`config.mk`:
```
export PLATFORM = sky130hd
export DESIGN_NAME = dma_word_port
export DESIGN_NICKNAME = d
export VERILOG_FILES = /design/src/rtl/dma_word_port.sv
export SDC_FILE = /design/constraint.sdc
export NUM_CORES = 1
export LEC_CHECK = 0
export CORE_MARGIN = 4
export CORE_UTILIZATION = 24
export CTS_BUF_LIST = sky130_fd_sc_hd__clkbuf_16
export DETAILED_ROUTE_END_ITERATION = 12
export DONT_BUFFER_PORTS = 1
export GPL_TIMING_DRIVEN = 0
export SLEW_MARGIN = 20
export SYNTH_ARGS = -nofsm -noshare
export SYNTH_HDL_FRONTEND = slang
export SYNTH_SLANG_ARGS = --single-unit
```
`constraint.sdc`:
```
create_clock -name clk -period 6.3 [get_ports clk]
set_input_delay 0.63 -clock clk [delete_from_list [all_inputs] [get_ports clk]]
set_output_delay 0.63 -clock clk [all_outputs]
set_load 0.01 [all_outputs]
```
`src/rtl/dma_word_port.sv`:
```
module dma_word_port #(
  parameter int DW    = 16,
  parameter int DEPTH = 16,
  parameter int CW    = 16
) (
  input  logic             clk,
  input  logic             rst_n,
  input  logic             start,
  input  logic             dir_rd,
  input  logic [CW-1:0]    xfer_len,
  output logic             dreq,
  input  logic             dack_n,
  input  logic             rd_n,
  input  logic             wr_n,
  input  logic [DW-1:0]    bus_din,
  input  logic [DW/8-1:0]  bus_pin,
  output logic [DW-1:0]    bus_dout,
  output logic [DW/8-1:0]  bus_pout,
  output logic             bus_oe,
  input  logic             core_push,
  input  logic [DW-1:0]    core_wdata,
  input  logic             core_pop,
  output logic [DW-1:0]    core_rdata,
  output logic             fifo_full,
  output logic             fifo_empty,
  output logic             done,
  output logic             par_err
);
  localparam int NB = DW / 8;
  localparam int AW = $clog2(DEPTH);
  localparam int LW = $clog2(DEPTH + 1);

  logic [2:0]    s_rd, s_wr;
  logic          dir_q, busy, armed;
  logic [CW-1:0] cnt;
  logic [DW-1:0] mem [DEPTH];
  logic [AW-1:0] wptr, rptr;
  logic [LW-1:0] level, avail;
  logic [NB-1:0] perr;

  always_ff @(posedge clk or negedge rst_n)
    if (!rst_n) begin
      s_rd <= '1;
      s_wr <= '1;
    end else begin
      s_rd <= {s_rd[1:0], rd_n};
      s_wr <= {s_wr[1:0], wr_n};
    end

  wire rd_fall  = s_rd[2] & ~s_rd[1];
  wire rd_rise  = ~s_rd[2] & s_rd[1];
  wire wr_fall  = s_wr[2] & ~s_wr[1];
  wire wr_rise  = ~s_wr[2] & s_wr[1];
  wire stb_fall = dir_q ? rd_fall : wr_fall;
  wire stb_rise = dir_q ? rd_rise : wr_rise;

  wire accept   = busy & dreq & ~armed & stb_fall;
  wire beat     = armed & stb_rise;
  wire last_cnt = (cnt == CW'(1));

  assign fifo_full  = (level == LW'(DEPTH));
  assign fifo_empty = (level == '0);
  assign avail      = dir_q ? level : LW'(DEPTH) - level;

  wire drop_now = last_cnt | (avail <= LW'(1));
  wire raise_ok = busy & ~dreq & ~armed & (cnt != '0) &
                  ((avail >= LW'(2)) | ((avail == LW'(1)) & last_cnt));

  wire wr_en = (dir_q ? core_push : (beat & ~dir_q)) & ~fifo_full;
  wire rd_en = (dir_q ? (beat & dir_q) : core_pop) & ~fifo_empty;
  wire [DW-1:0] wdata = dir_q ? core_wdata : bus_din;

  always_ff @(posedge clk or negedge rst_n)
    if (!rst_n) begin
      dir_q <= 1'b0;
      busy  <= 1'b0;
      cnt   <= '0;
      armed <= 1'b0;
      dreq  <= 1'b0;
      done  <= 1'b0;
    end else begin
      done <= 1'b0;
      if (start) begin
        dir_q <= dir_rd;
        busy  <= (xfer_len != '0);
        cnt   <= xfer_len;
        armed <= 1'b0;
        dreq  <= 1'b0;
      end else begin
        if (accept) armed <= 1'b1;
        else if (stb_rise) armed <= 1'b0;
        if (beat) begin
          cnt <= cnt - CW'(1);
          if (last_cnt) begin
            busy <= 1'b0;
            done <= 1'b1;
          end
        end
        if (!busy) dreq <= 1'b0;
        else if (accept && drop_now) dreq <= 1'b0;
        else if (raise_ok) dreq <= 1'b1;
      end
    end

  always_ff @(posedge clk or negedge rst_n)
    if (!rst_n) begin
      wptr  <= '0;
      rptr  <= '0;
      level <= '0;
    end else begin
      if (wr_en) wptr <= (wptr == AW'(DEPTH - 1)) ? '0 : wptr + AW'(1);
      if (rd_en) rptr <= (rptr == AW'(DEPTH - 1)) ? '0 : rptr + AW'(1);
      case ({wr_en, rd_en})
        2'b10:   level <= level + LW'(1);
        2'b01:   level <= level - LW'(1);
        default: level <= level;
      endcase
    end

  always_ff @(posedge clk)
    if (wr_en) mem[wptr] <= wdata;

  assign core_rdata = mem[rptr];
  assign bus_dout   = mem[rptr];
  assign bus_oe     = busy & dir_q & ~dack_n;

  for (genvar i = 0; i < NB; i++) begin : g_par
    assign bus_pout[i] = ~^bus_dout[i*8 +: 8];
    assign perr[i]     = ~^{bus_din[i*8 +: 8], bus_pin[i]};
  end

  always_ff @(posedge clk or negedge rst_n)
    if (!rst_n) par_err <= 1'b0;
    else if (start) par_err <= 1'b0;
    else if (beat && !dir_q && |perr) par_err <= 1'b1;

  a_r4_last_beat_ends: assert property (@(posedge clk) disable iff (!rst_n)
    (beat && last_cnt && !start) |=> (!dreq && !busy && done));
  a_r4_done_single: assert property (@(posedge clk) disable iff (!rst_n)
    done |=> !done);
  a_r4_dreq_needs_count: assert property (@(posedge clk) disable iff (!rst_n)
    dreq |-> (busy && cnt != '0));
  a_r5_level_bound: assert property (@(posedge clk) disable iff (!rst_n)
    level <= LW'(DEPTH));
  a_r8_idle_count_stable: assert property (@(posedge clk) disable iff (!rst_n)
    (!dreq && !armed && !start) |=> $stable(cnt));
  a_r7_raise_has_room: assert property (@(posedge clk) disable iff (!rst_n)
    (!dreq && !start) ##1 dreq |-> (avail != '0));
  a_r6_no_empty_read: assert property (@(posedge clk) disable iff (!rst_n)
    (beat && dir_q) |-> !fifo_empty);
endmodule

```
==> metrics.md <==
| Metric | Value |
|---|---|
| RSZ-0062 raised after global routing | `false` |
| CTS Buffer Depth | `3` |
| Slowest CP cell | `clkbuf_1` |
| Unique masters post-synth | `57` |
| P&R area growth vs syn | `16.4%` |
| Clk sink count | `297` |
| Final nets | `905` |
| Largest family of logic cells by synthesized area | `multiplexers` |
| Vias in the first global route | `7310` |
| Mapped cell area | `0.0131 mm²` |
| Asr flop ratio synth | `0.138` |
| Post-Layout Cell Count | `1548` |
| Post-DP Area | `0.0142 mm²` |
| Final setup viols | `0` |
| Number of diodes | `0` |
| CTS Root Cell | `clkbuf_16` |
| Crit path kind | `reg -> out` |
| Fin. Hold Viols | `0` |
| Count of input and output buffers | `0` |
| Synthesized flop and latch total | `297` |
| Dpl cells | `1487` |
| Fin crit period | `4430 ps` |
| Ys flop type | `edfxtp_1` |
| WL final | `30.8 mm` |
| Chip Height | `242 µm` |
| Synth Instances | `777` |
| Crit path arrival time | `3800 ps` |
| WHS | `126 ps` |
| Setup TNS | `0 ps` |
| Max Cap Violations | `0` |
| Top achievable clock speed | `226 MHz` |
| First-pass GRT wire length | `46.2 mm` |
| Post-DP HPWL | `21.5 mm` |
| Grt ovf | `0` |
| GPL Wtd Cong | `0.800` |
| Cell Rows | `85` |
| Drt pass-1 iters | `8` |
| Iteration-0 DRC count of the detailed router | `594` |
| GRT Resource Usage Total | `0.102` |
| Synth top area share | `0.585` |
| Syn_area_per_cell | `16.9 µm²` |
| Req. time, crit path | `5670 ps` |
| Hold Crit Class | `in -> reg` |
| Clk Latency, worst-skew pair | `500 ps` |
| Post-synth net total | `853` |
| Vias | `6985` |
| Die width | `242 µm` |
| Xor and xnor fraction of the mapped netlist area | `0.0427` |
| Die area | `0.0586 mm²` |
| FF-to-FF Start | `level[0]` |
| Setup crit end kind | `output pin` |
| Initial Util | `0.243` |
| Post-synthesis adder-cell area fraction | `0.0168` |
| Crit path largest cell delay | `610 ps` |
| Max FO, Critical Path | `10` |
| Max VDD drop | `0.196 mV` |
| Mux cell area share after synthesis | `0.146` |
| Number of synthesized flops with an enable pin | `256` |
| Register area share after synthesis | `0.663` |
| Routed vias/inst | `4.51` |
| Largest net degree at the start of global routing | `42` |
| Clk slew on worst S/H paths | `60 ps` |
| Setup Skew | `18.6 ps` |
| P_leak | `0.00520 µW` |
| DRC | `0` |
| Slew HR | `0.348` |
| Synth warnings | `0` |
| TritonCTS clock tree | `yes` |
| H-tree depth | `2` |
| Synth area leader | `edfxtp_1` |
| Status | `completed` |
| Post-synthesis compound-gate area fraction | `0.0473` |
| Final worst path period share | `0.703` |
| Hold Startpoint | `rd_n` |
| I/O pin total | `99` |
| Core ar. | `0.0540 mm²` |
| Cells along the critical path | `buf_6, buf_6, buf_6, clkbuf_1, clkbuf_1, buf_1, a211oi_1, a21oi_1, buf_4` |
| Pwr dens | `455 mW/mm²` |
| CP Launch Point | `rptr[1]` |
| Wire per inst | `19.9 µm` |
| DRT antenna net count | `0` |
| Worst path most repeated cell | `buf_6` |
| CTS buffer count | `34` |
| Worst-margin pin slew | `978 ps` |
| Critical Path Source Type | `flip-flop` |
| Cells taking the most area after synthesis | `edfxtp_1, dfrtp_1, mux4_2` |
| Share of cells above drive strength 1 | `0.236` |
| Slew Viols, Final | `0` |
| Finished layout cell area | `0.0153 mm²` |
| Initial antenna violation count | `0` |
| Post-synthesis simple-gate area fraction | `0.0453` |
==> repair_timing <==
action,CTS,global route
resized for setup,0,0
hold buffers,2,0
setup buffers,0,0
hold endpoints to repair,41,0
==> area by class of cell <==
type,instances,area (µm²)
plain buffers,51,372
fillers,5363,38700
multi-input cells,393,4000
clock inverters,24,148
clock buffers,35,876
inverters,36,135
repair buffers,16,188
flip-flops and latches,297,8720
well taps,696,871
==> layout by cell type (no fill, tap or decap), drive strengths merged, types with 14 or more instances in the layout <==
cell / Yosys / final
buf: 37 / 52
xnor2: 40 / 40
clkinv: 0 / 14
o21ai: 35 / 35
nand2: 34 / 34
inv: 36 / 45
mux4: 56 / 56
dfrtp: 35 / 35
mux2i: 17 / 17
edfxtp: 256 / 256
nor2: 22 / 22
clkbuf: 14 / 49
ha: 16 / 16
a21oi: 20 / 20
xor2: 19 / 19
mux2: 35 / 35
==> cells by family after synthesis <==
family / count (synthesis)
AOI/OAI and AO/OA: 93
xor gates and xnor gates: 61
adders and majority gates: 17
buffers and inverters: 87
DFF: 297
muxes: 108
and+or+nand+nor: 114
==> synth_stat cells (3+ instances only) <==
cell	count
clkbuf_1	14
nor4_1	7
o21ai_1	9
nor2b_1	8
o21ai_0	26
dfstp_2	6
nand2b_1	3
nor3b_1	4
nor2_1	22
a31oi_1	4
ha_1	16
nand3b_1	3
nand3_1	8
mux2_4	7
or3_1	5
a21oi_1	19
a21o_1	4
mux2_2	27
buf_2	9
mux4_1	18
buf_6	5
buf_12	3
inv_1	36
a211oi_1	9
o221ai_2	4
a222oi_1	8
buf_4	16
nand2_1	33
edfxtp_1	256
mux2i_1	17
dfrtp_1	35
xor2_1	19
o221ai_1	4
nor3_1	9
mux4_2	38
xnor2_1	40
==> registers in the layout, indices dropped and copies added (netlist names), 3 cells and up <==
name / cells
mem: 256
rptr: 4
s_rd: 3
wptr: 4
s_wr: 3
level: 5
cnt: 16
==> per-stage QoR <==
stage / power (µW) / worst slack [ps] / util
after CTS: 7050 / 1850 / 0.283
after detailed placement: 5230 / 2380 / 0.264
final: 6960 / 1870 / 0.283
after global routing: 7320 / 1600 / 0.283
after global placement: 5170 / 1790 / 0.259
after floorplan: 4480 / 3120 / -
==> per-layer routing <==
layer / routed length [µm] / GRT usage / part of all wire
met5: 0 / 0 / 0
met2: 14700 / 0.172 / 0.48
met1: 13900 / 0.137 / 0.45
met3: 1590 / 0.0204 / 0.052
met4: 637 / 0.0248 / 0.021
==> worst paths after layout <==
check / end / slack, ps / cells past startpoint
min in group asynchronous: done / 640 / 2
min reg2reg: s_rd[1] / 360 / 0
max: core_rdata[7] / 1870 / 9
max in group asynchronous: s_rd[2] / 5390 / 2
min: s_rd[0] / 130 / 0
max reg2reg: level[4] / 2760 / 14
==> where the power goes <==
group / switching [µW] / internal (µW) / total, µW
logic: 1580 / 1200 / 2770
clock network: 755 / 1050 / 1810
registers: 65.0 / 2320 / 2380
total: 2400 / 4560 / 6960
==> worst max-delay path, delay by kind of cell, from the launching register on <==
kind	cells	cell delay, ps
flip-flops	1	370
AO/OA/AOI/OAI	2	720
buffers and inverters	7	2210
(Power assumes the default switching activity.)
